`src/rtl/branch_weight_trainer.sv`:
```
module branch_weight_trainer #(
  parameter int NCLS = 5,
  parameter int P    = 7,
  parameter int N    = 8,
  parameter logic [NCLS*P-1:0] BASE = {7'd40, 7'd8, 7'd8, 7'd40, 7'd8}
) (
  input  logic              clk,
  input  logic              rst_n,
  input  logic [NCLS-1:0]   commit_vld_i,
  input  logic [NCLS-1:0]   commit_miss_i,
  output logic [NCLS*P-1:0] weights_o
);
  localparam int CW = P + N;
  localparam logic signed [CW:0] CMAX = (CW+1)'((2**(CW-1)) - 1);
  localparam logic signed [CW:0] CMIN = ~CMAX;
  localparam logic signed [CW:0] PEN  = (CW+1)'(2**P);
  localparam logic [P-1:0] WTOP = '1;
  localparam logic [P-1:0] WBOT = P'(1);

  for (genvar g = 0; g < NCLS; g++) begin : g_cls
    logic signed [CW-1:0] cnt_q;
    logic [P-1:0]         w_q;
    logic signed [CW:0]   sum;
    logic                 ovf, unf;

    assign sum = $signed({cnt_q[CW-1], cnt_q})
               + $signed({{(CW+1-P){1'b0}}, w_q})
               - (commit_miss_i[g] ? PEN : '0);
    assign ovf = sum > CMAX;
    assign unf = sum < CMIN;

    always_ff @(posedge clk) begin
      if (!rst_n) begin
        cnt_q <= '0;
        w_q   <= BASE[g*P +: P];
      end else if (commit_vld_i[g]) begin
        if (ovf) begin
          cnt_q <= '0;
          if (w_q > WBOT) w_q <= w_q - 1'b1;
        end else if (unf) begin
          cnt_q <= '0;
          if (w_q != WTOP) w_q <= w_q + 1'b1;
        end else begin
          cnt_q <= sum[CW-1:0];
        end
      end
    end

    assign weights_o[g*P +: P] = w_q;
  end
endmodule

```
`config.mk`:
```
export PLATFORM = sky130hd
export DESIGN_NAME = branch_weight_trainer
export DESIGN_NICKNAME = d
export VERILOG_FILES = /design/src/rtl/branch_weight_trainer.sv
export SDC_FILE = /design/constraint.sdc
export NUM_CORES = 1
export LEC_CHECK = 0
export ABC_AREA = 1
export CAP_MARGIN = 20
export CORE_MARGIN = 2
export CORE_UTILIZATION = 35
export CTS_BUF_LIST = sky130_fd_sc_hd__clkbuf_4 sky130_fd_sc_hd__clkbuf_8
export DETAILED_ROUTE_END_ITERATION = 12
export PLACE_DENSITY_LB_ADDON = 0.15
export SLEW_MARGIN = 20
export SYNTH_ARGS = -nofsm -noshare
export SYNTH_HDL_FRONTEND = slang
export SYNTH_SLANG_ARGS = --single-unit
```
`constraint.sdc`:
```
create_clock -name clk -period 5.7 [get_ports clk]
set_input_delay 1.14 -clock clk [delete_from_list [all_inputs] [get_ports clk]]
set_output_delay 1.14 -clock clk [all_outputs]
set_load 0.005 [all_outputs]
```
### Yosys cells after proc, flatten, opt, wreduce, memory -nomap -nowiden

Index checks and enable logic that the tools add are counted.

* flip-flop bits (word level): 110
* bits of input ports: 12
* output and inout port bits: 35
* word-level logic and storage cells: 105

* add/subtract/negate cells: 20
* $lt $le $gt $ge: 15
* equal/unequal tests: 10
* multiplexer cells: 35
* reductions and logical operators: 15

Operators by type and width (number)
* 15-bit 2-to-1 mux: 10
* 7-bit 2-to-1 mux: 20
* 15-bit by 8-bit adder with 16-bit output: 5
* 16-bit by 15-bit > comparator with 1-bit output, second input constant: 5
* 16-bit by 15-bit less-than comparator with 1-bit output, second input constant: 5
* 16-bit by 8-bit subtractor with 16-bit output: 5
* 8-bit 2-to-1 mux: 5
* 7-bit by 1-bit adder with 7-bit output, second input constant: 5
* 7-bit by 1-bit > comparator with 1-bit output, second input constant: 5
* 7-bit inequality test, second input constant: 5
* 7-bit by 1-bit subtractor with 7-bit output, second input constant: 5
* 4-bit AND reduction: 5
* 2-bit nonzero test: 10
* 2-bit by 1-bit inequality test with 1-bit output, second input constant: 5

### Longest topological paths before layout

Gate-level depths: netlist of the first run.

* depth after elaboration: 5
* depth in mapped cells: 20
* mapped depth without buffers: 19

### Worst setup path before layout of the first run

OpenSTA, ideal clock, no wires.

* path type: in2reg
* start point: in commit_miss_i[0]
* end point: reg g_cls[0].w_q[1]
* library setup time: 0.112 ns
* data arrival time: 3.018 ns
* required time: 5.588 ns
* slack: 2.571 ns
* stages on the path: 18
* buffers on the path: 1
* cells stage by stage: inv_1 ha_1 ha_1 nand2_1 nand2_1 nand2_1 nand2_1 a21oi_4 nand2_2 nand2_4 nand3_4 nand2_4 nand2_2 inv_2 buf_6 nand3_1 nand2_1 nor2_1

* word-level cells in the longest chain between the ends: 5
* elaborated cells on any way between the ends: 9
* those cells by class: 1 x add/sub; 2 x order compare; 1 x eq/ne; 2 x mux; 3 x reduce/logical

RTL lines
* start: declaration: line 10 `input logic [NCLS-1:0] commit_miss_i,`
* 8-bit 2-to-1 mux (*): line 28 `- (commit_miss_i[g] ? PEN : '0);`
* 16-bit by 8-bit subtractor with 16-bit output (*): line 28
* 16-bit by 15-bit > comparator with 1-bit output / 16-bit by 15-bit less-than comparator with 1-bit output (equally long branches): line 29, 30
* 2-bit by 1-bit inequality test with 1-bit output (no source line) / 2-bit nonzero test (equally long branches)
* 4-bit AND reduction (no source line)
* end signal: assignment: line 35 `w_q <= BASE[g*P +: P];`
* end signal: assignment: line 39 `if (w_q > WBOT) w_q <= w_q - 1'b1;`
* end signal: assignment: line 42 `if (w_q != WTOP) w_q <= w_q + 1'b1;`
* end: declaration: line 22 `logic [P-1:0] w_q;`

Every way passes the cells marked *; elsewhere a longest branch is shown, timed or not.
A chain may end at the register's enable or synchronous reset.

### Final worst setup path of the first run

* start point: in commit_miss_i[2]
* end point: reg g_cls[2].cnt_q[12]

* word-level cells in the longest chain between the ends: 5
* elaborated cells on any way between the ends: 6
* those cells by class: 1 x add/sub; 2 x order compare; 3 x mux

RTL lines
* 8-bit 2-to-1 mux (*): line 28
* 16-bit by 8-bit subtractor with 16-bit output (*): line 28
* 16-bit by 15-bit less-than comparator with 1-bit output: line 30 `assign unf = sum < CMIN;`
* 15-bit 2-to-1 mux: line 40 `end else if (unf) begin`
* 15-bit 2-to-1 mux (*): line 37 `if (ovf) begin`
* end signal: assignment: line 44 `cnt_q <= sum[CW-1:0];`
* end: declaration: line 21 `logic signed [CW-1:0] cnt_q;`

Marked as above.

==> run metrics, run 1 <==
vias in the first global route=9,303; synthesis-stage register bit count=110; Die Y=178 µm; Initial Utilization=35.7%; global-route wire length before repair=43,500 µm; Vias=9,877; reg-to-reg startpoint=g_cls[2].w_q[3]; share of layout cells above drive strength 1=5.63%; count of cell types in the netlist=41; post-synth top area cell=dfxtp_1; R2R depth=16; Min Clock Period, post-route=3.63 ns; Synth top area share=20.7%; post-CTS setup buffers=0; register area=2200 µm²; IO Pins=47; fmax=275 MHz; Seq/Total Area, Yosys=20.7%; met1 wire length=12,900 µm; n_diodes=0; Final #Nets=1,843; kind of critical path=in2reg; Met2 Wirelength=11,600 µm; Worst R2R End=g_cls[2].cnt_q[12]; crit path DAT=3.96 ns; Max-Cap Viols=0; Final Setup Violations=0; RSZ-0062 raised after global routing=false; die area=31,800 µm²; top layer in use=met4; top_reg_cell synth=dfxtp_1; CTS Root Cell=clkbuf_8; Hold Path End=g_cls[1].cnt_q[6]; Final Hold Viols=0; ranking of synthesized cells by area=dfxtp_1 21%, nand2_1 16%, ha_1 15%, inv_1 10%, a21oi_1 6.6%; Least-Margin Pin Slew=0.767 ns; CTS Sinks=110; drt initial violations=375; ys async rst share=0%; slew margin rel.=48.7%; status=completed; placeable core region=29,800 µm²; clock tree from TritonCTS=built; CP max stage delay=0.45 ns; total negative setup slack=0 ns; fill count=3,305; worst skew pair latency=0.42 ns; Final HPWL DP=19,400 µm; Syn-to-layout area delta=9.62%; CTS resizes=0; Synthesized Nets=1,817; pins over their slew limit=0; critical-path cell list=clkdlybuf4s50_1 -> inv_1 -> ha_1 -> ha_1 -> a21oi_1 -> nor2_1 -> nor2_1 -> nand2_1 -> nand2_2 -> nand3_4 -> nand2_2 -> nand2_1 -> nand2_1 -> a21oi_1 -> and2_1; Pre-antenna DRT Iters=6; die width=178 µm; YS warnings=0; most used cell, CP=nand2_1; initial antenna violation count=0; final worst path period share=63.7%; count leader, synth=nand2_1; CTS hold repair buffers=0; Setup Skew=0.0181 ns; Post-synth top cells=456 x nand2_1, 293 x inv_1, 140 x a21oi_1; WL/cell=12.1 µm; Worst Hold Class=reg2reg; Routed Antenna Nets=0; DR WL met3=593 µm; post-DR vias/cell=4.71; Clock Path Buffers=2; Routability Congestion=0.845; # DRC=0; H-tree depth=3; number of synthesized flops with an enable pin=0; largest net degree at the start of global routing=33; mean post-synth cell area=6.35 µm²; crit start category=input port; aggregate global-route resource usage=16.5%; WHS Path Cells=2; R2R setup slack=2.49 ns; Cells after Synth=1,675; area of the multi-input gates=7130 µm²; number of CTS-inserted buffers=9; Buffers on Ports=46; clock slew at reported path FFs=0.12 ns; post-synthesis cell area=10,600 µm²; Critical Path Sink Type=flop; gr ovfl total=0; DRT Wirelength=25,400 µm; Row Count=63; hold path start=g_cls[1].cnt_q[6]; worst-path fanout max=11; CP required=6.03 ns; CP max-delay cell=clkdlybuf4s50_1
## state kept, by name, indices dropped and copies added (netlist names)
| register | cells |
|---|---|
| g_cls.w_q | 35 |
| g_cls.cnt_q | 75 |
## worst max path at each step
stage / startpoint / cells past startpoint / end / slack (ns)
after floorplan: commit_miss_i[0] / 18 / g_cls[0].w_q[1] / 2.57
after global placement: commit_miss_i[2] / 15 / g_cls[2].cnt_q[12] / 1.65
after detailed placement: commit_miss_i[2] / 15 / g_cls[2].cnt_q[12] / 1.58
after CTS: commit_miss_i[2] / 15 / g_cls[2].cnt_q[12] / 2.06
after global routing: commit_miss_i[2] / 15 / g_cls[2].cnt_q[12] / 1.78
final: commit_miss_i[2] / 15 / g_cls[2].cnt_q[12] / 2.07
## metal layers
metal	track usage (%)	vias up
met3	2.58	16
met1	21.7	4420
met5	0	-
met2	28.5	77
met4	3.66	0
li1	-	5364
## cell usage in the layout, fill, tap and decap left out, types with 3 or more instances in the layout
| cell type | count |
|---|---|
| a211oi_2 | 7 |
| clkdlybuf4s50_1 | 46 |
| a31oi_1 | 5 |
| nand2_1 | 456 |
| nor3_1 | 25 |
| clkinv_1 | 5 |
| o21ai_0 | 38 |
| inv_2 | 7 |
| xor2_1 | 66 |
| xnor2_1 | 16 |
| a21oi_1 | 140 |
| inv_1 | 293 |
| a21o_1 | 3 |
| or2_2 | 6 |
| dfxtp_1 | 110 |
| nand3_4 | 5 |
| nand3b_1 | 9 |
| nor2_2 | 3 |
| clkbuf_8 | 9 |
| nand3_1 | 135 |
| o211ai_1 | 5 |
| nand2_4 | 4 |
| nand2_2 | 19 |
| a21oi_2 | 4 |
| nor2_1 | 95 |
| buf_4 | 3 |
| and3_1 | 4 |
| nand3_2 | 13 |
| o21bai_1 | 5 |
| a31o_2 | 5 |
| nand4_1 | 18 |
| ha_1 | 130 |
## cell families after synthesis
kind of cell | count (synthesis) | share of synthesized area (%)
and+or+nand+nor | 797 | 33.4
DFF | 110 | 20.7
xor gates and xnor gates | 82 | 6.75
adders and majority gates | 130 | 15.3
AOI/OAI and AO/OA | 217 | 11.6
buffers and inverters | 339 | 12.3
## critical path: cells and delay by family
family / cells / cell delay, ns
AND/OR/NAND/NOR: 9 / 1.39
adder cells (fa/ha/maj): 2 / 0.64
buffers and inverters: 2 / 0.49
AO/OA/AOI/OAI: 2 / 0.30
## area by class of cell
class,count,area share [%]
Clock buffer,9,1.06
Clock inverter,7,0.751
Inverter,305,9.82
Multi-Input combinational cell,1226,61.2
Sequential cell,110,18.9
Tap cell,390,4.18
Timing Repair Buffer,49,4.14
## through the flow
stage | area [µm²] | instances | util (%) | hold slack, ns | setup slack, ns
2_1_floorplan | 10600 | 1675 | - | 0.441 | 2.57
3_3_place_gp | 11400 | 2080 | 38.4 | 0.449 | 1.65
3_5_place_dp | 11400 | 2080 | 38.4 | 0.452 | 1.58
4_1_cts | 11700 | 2096 | 39.1 | 0.471 | 2.06
5_1_grt | 11700 | 2096 | 39.1 | 0.486 | 1.78
6_report | 11700 | 2096 | 39.1 | 0.469 | 2.07
Power of run 1 is left out: the tool's default activity adds up to more than one toggle a clock period on the data nets, which glitch-free logic cannot reach.
==> inputs of run 2 (changes only) <==
Clock period 5.7 ns to 3.7 ns, I/O delays scaled along.
==> run metrics, run 2 (synthesis gave the netlist of run 1 again) <==
status=completed; worst skew pair latency=0.41 ns (about the same); CTS hold repair buffers=0 (unchanged); RSZ-0062 raised after global routing=false; Row Count=63 (unchanged); Area after DPL=11,600 µm² (+1.1%); Initial Utilization=35.7% (unchanged); Hold Path End=g_cls[2].cnt_q[4]; vias in the first global route=9,408 (+1.1%); gr ovfl total=0 (unchanged); IO Pins=47 (unchanged); n_diodes=0 (unchanged); WHS Path Cells=2 (unchanged); Vias=9,899 (+0.22%); Syn-to-layout area delta=10.9%; crit start category=input port; R2R setup slack=0.67 ns (-1.82 ns); max reg flops=75 (unchanged); die width=178 µm (unchanged); hold path start=g_cls[2].cnt_q[4]; Final Hold Viols=0 (unchanged); most frequent cells in the layout=456 x nand2_1, 293 x inv_1, 140 x a21oi_1, 135 x nand3_1, 130 x ha_1; clock slew at reported path FFs=0.12 ns (about the same); initial antenna violation count=0 (unchanged); DRT Wirelength=26,000 µm (+2.1%); Worst R2R End=g_cls[0].w_q[0]; clock tree from TritonCTS=built; R2R depth=18 (+2); Regs by FF count=g_cls.cnt_q x75, g_cls.w_q x35; commonest non-fill, non-tap cell in the layout=nand2_1; CTS Root Cell=clkbuf_8; Largest Register=g_cls.cnt_q; Max-Cap Viols=0 (unchanged); CP required=4.02 ns (-2.01 ns); met2 Use GR=29.3% (+0.88 points); global route hottest layer=met2; largest net degree at the start of global routing=31 (-6.1%); Least-Margin Pin Slew=0.721 ns (-0.0459 ns); Clock Path Buffers=2 (unchanged); Worst Hold Class=reg2reg; total negative setup slack=0 ns (unchanged); Routability Congestion=0.827 (-2.1%); Die Y=178 µm (unchanged); Critical Path Sink Type=flop; Final HPWL DP=19,900 µm (+2.4%); placeable core region=29,800 µm² (unchanged); met1 Track Usage GR=22.2% (+0.42 points); WL/cell=12.3 µm (+1.4%); Final Setup Violations=0 (unchanged); H-tree depth=3 (unchanged); slew margin rel.=51.8% (+3.1 points); drt initial violations=449 (+20%); Buffers on Ports=46 (unchanged); pins over their slew limit=0 (unchanged); share of layout cells above drive strength 1=6.45% (+0.82 points); Final #Nets=1,858 (+0.81%); post-CTS setup buffers=0 (unchanged); crit path DAT=3.40 ns (-0.56 ns); final worst path period share=83.1%; final instance area=11,800 µm² (+1.1%); kind of critical path=in2reg; Routed Antenna Nets=0 (unchanged); # DRC=0 (unchanged); reg-to-reg startpoint=g_cls[0].w_q[4]; post-DR vias/cell=4.69 (-0.49%); Pre-antenna DRT Iters=5 (-1); CTS resizes=0 (unchanged); CTS Sinks=110 (unchanged); fill count=3,266 (-1.2%); Setup Skew=0.0129 ns (-0.00529 ns); number of CTS-inserted buffers=9 (unchanged); global-route wire length before repair=44,100 µm (+1.4%); fmax=325 MHz; aggregate global-route resource usage=16.8% (+0.27 points); met3 Use GR=2.24% (-0.34 points); worst-path fanout max=11 (unchanged); die area=31,800 µm² (unchanged); Min Clock Period, post-route=3.08 ns
==> run 2: cell types whose count changed in the layout (fill, tap and decap cells not counted) <==
cell and delta:
buf_12 +1, clkinv_4 +1, clkbuf_8 +1, inv_8 -2, inv_6 -1, clkinv_8 +1, buf_4 +14
==> run 2: stage by stage <==
step / hold slack, ns / utilization [%] / instances / setup WS [ns]
finish: 0.469 / 39.6 / 2111 / 0.624
global route: 0.488 / 39.6 / 2111 / 0.351
CTS: 0.473 / 39.6 / 2111 / 0.613
detailed placement: 0.453 / 38.8 / 2095 / 0.171
global placement: 0.450 / 38.8 / 2095 / 0.188
floorplan: 0.441 / - / 1675 / 0.971
==> run 2: cell type report <==
cell class | count | area [µm²] | area share (%)
multi-input combinational | 1226 | 7130 | 60.5
sequential | 110 | 2200 | 18.7
inverter | 305 | 1140 | 9.71
timing repair buffer | 64 | 608 | 5.16
tap | 390 | 488 | 4.14
clock buffer | 10 | 138 | 1.17
clock inverter | 6 | 81.3 | 0.690
==> run 2: critical path: stages <==
cell and delay, ns:
clkdlybuf4s50_1 0.48, inv_1 0.05, ha_1 0.29, ha_1 0.35, nand2_1 0.09, nand2_1 0.06
nand2_1 0.05, nand2_1 0.09, a21oi_4 0.20, nand2_2 0.10, nand2_4 0.11, nand3_4 0.14
nand2_4 0.13, nand2_2 0.06, inv_2 0.22, nand3_1 0.11, nand2_1 0.08, nor2_1 0.05
==> run 2: how the worst max path moves through the flow <==
stage | from | to | slack (ns) | depth (start not counted)
2_1_floorplan | commit_miss_i[0] | g_cls[0].w_q[1] | 0.97 | 18
3_3_place_gp | commit_miss_i[0] | g_cls[0].w_q[0] | 0.19 | 18
3_5_place_dp | commit_miss_i[0] | g_cls[0].w_q[0] | 0.17 | 18
4_1_cts | commit_miss_i[0] | g_cls[0].w_q[0] | 0.61 | 18
5_1_grt | g_cls[0].w_q[4] | g_cls[0].w_q[1] | 0.35 | 18
6_report | commit_miss_i[0] | g_cls[0].w_q[0] | 0.62 | 18
==> run 2: metal layers <==
layer	routed length, µm	part of all wire, %
met4	192	0.74
met5	0	0
met3	591	2.3
met1	13100	50
met2	12100	47
Power of run 2 is left out for the same reason.
==> inputs of run 3 (changes only) <==
Clock period 3.7 ns to 3.2 ns, I/O delays scaled along.
==> run metrics, run 3 (synthesis gave the netlist of run 1 again) <==
CTS resizes=0 (unchanged); Vias=10,100 (+2.3%); Final HPWL DP=20,500 µm (+2.9%); status=completed; initial antenna violation count=0 (unchanged); Setup Skew=0.0165 ns (+0.00368 ns); drt initial violations=448 (-0.22%); Largest Register=g_cls.cnt_q; die area=31,800 µm² (unchanged); worst skew pair latency=0.41 ns (about the same); Pre-antenna DRT Iters=5 (unchanged); kind of critical path=in2reg; fmax=351 MHz; Row Count=63 (unchanged); slew margin rel.=61.5% (+9.7 points); worst-path fanout max=6 (-5); WL/cell=12.1 µm (-1.6%); Area after DPL=12,000 µm² (+4.0%); commonest non-fill, non-tap cell in the layout=nand2_1; Final Hold Viols=0 (unchanged); aggregate global-route resource usage=17.0% (+0.18 points); global-route wire length before repair=44,500 µm (+0.83%); die width=178 µm (unchanged); IO Pins=47 (unchanged); post-DR vias/cell=4.67 (-0.38%); Regs by FF count=g_cls.cnt_q x75, g_cls.w_q x35; Worst Hold Class=reg2reg; Least-Margin Pin Slew=0.577 ns (-0.144 ns); Min Clock Period, post-route=2.85 ns; # DRC=0 (unchanged); max reg flops=75 (unchanged); Critical Path Sink Type=flop; Initial Utilization=35.7% (unchanged); crit path DAT=3.19 ns (-0.21 ns); Routability Congestion=0.892 (+7.8%); placeable core region=29,800 µm² (unchanged); share of layout cells above drive strength 1=9.40% (+2.9 points); largest net degree at the start of global routing=36 (+16%); CTS Root Cell=clkbuf_8; post-CTS setup buffers=0 (unchanged); H-tree depth=3 (unchanged); Max-Cap Viols=0 (unchanged); register area=2200 µm² (unchanged); CTS hold repair buffers=0 (unchanged); CTS Sinks=110 (unchanged); Clock Path Buffers=2 (unchanged); fill count=3,219 (-1.4%); final instance area=12,300 µm² (+4.0%); Routed Antenna Nets=0 (unchanged); DRT Wirelength=26,200 µm (+0.97%); clock tree from TritonCTS=built; pins over their slew limit=0 (unchanged); area of the multi-input gates=7130 µm² (unchanged); vias in the first global route=9,364 (-0.47%); crit start category=input port; RSZ-0062 raised after global routing=false; clock slew at reported path FFs=0.11 ns (about the same); number of CTS-inserted buffers=9 (unchanged); final worst path period share=88.9%; CP required=3.54 ns (-0.48 ns); Final Setup Violations=0 (unchanged); Final #Nets=1,914 (+3.0%); Buffers on Ports=46 (unchanged); gr ovfl total=0 (unchanged); R2R depth=16 (-2); most frequent cells in the layout=456 x nand2_1, 293 x inv_1, 140 x a21oi_1, 135 x nand3_1, 130 x ha_1; WHS Path Cells=2 (unchanged); n_diodes=0 (unchanged); Syn-to-layout area delta=15.3%; Die Y=178 µm (unchanged)
[run 3: cell types whose count changed in the layout (fill, tap and decap cells not counted), sizes merged]
cell	previous run	this run
inv	301	300
buf	18	74
clkinvlp	0	1
clkbuf	10	11
bufinv	1	2
clkinv	9	7
[run 3: through the flow]
step / hold slack, ns / util [%] / setup WS, ns / setup TNS, ns / cells
finish: 0.468 / 41.2 / 0.354 / 0 / 2167
global route: 0.488 / 41.2 / 0.0931 / 0 / 2167
CTS: 0.470 / 41.2 / 0.365 / 0 / 2167
detailed placement: 0.452 / 40.4 / -0.0564 / -0.380 / 2151
global placement: 0.449 / 40.4 / 0.00672 / 0 / 2151
floorplan: 0.441 / - / 0.555 / 0 / 1675
[run 3: final timing paths]
kind,startpoint,end,slack [ns]
setup / recovery,commit_miss_i[4],g_cls[4].w_q[0],0.35
hold / removal,g_cls[1].cnt_q[6],g_cls[1].cnt_q[6],0.47
setup reg to reg,g_cls[3].w_q[4],g_cls[3].w_q[0],0.38
hold reg to reg,g_cls[1].cnt_q[6],g_cls[1].cnt_q[6],0.47
[run 3: per-layer routing]
layer	part of all wire (%)	GRT usage, %	up-vias
met5	0	0	-
met4	0.89	3.62	0
met3	3.0	2.37	11
met2	46	28.3	104
met1	50	23.3	4494
li1	-	-	5514
[run 3: final cells by class]
class | instances | area share (%)
multi-input cells | 1226 | 58.1
flip-flops and latches | 110 | 18.0
inverters | 305 | 9.33
repair buffers | 120 | 8.69
well taps | 390 | 3.98
clock buffers | 11 | 1.23
clock inverters | 5 | 0.663
[run 3: critical path, stage by stage]
cell	delay [ns]
clkdlybuf4s50_1	0.45
inv_1	0.04
ha_1	0.28
ha_1	0.34
nand2_1	0.08
nand2_1	0.07
nand2_1	0.06
nand2_1	0.06
a21oi_1	0.25
nand2_1	0.12
nand2_1	0.11
buf_4	0.11
nand4_1	0.08
nand2_2	0.09
nand3_2	0.14
inv_2	0.12
nor2_1	0.04
nor2_1	0.08
Power of run 3 is left out for the same reason.
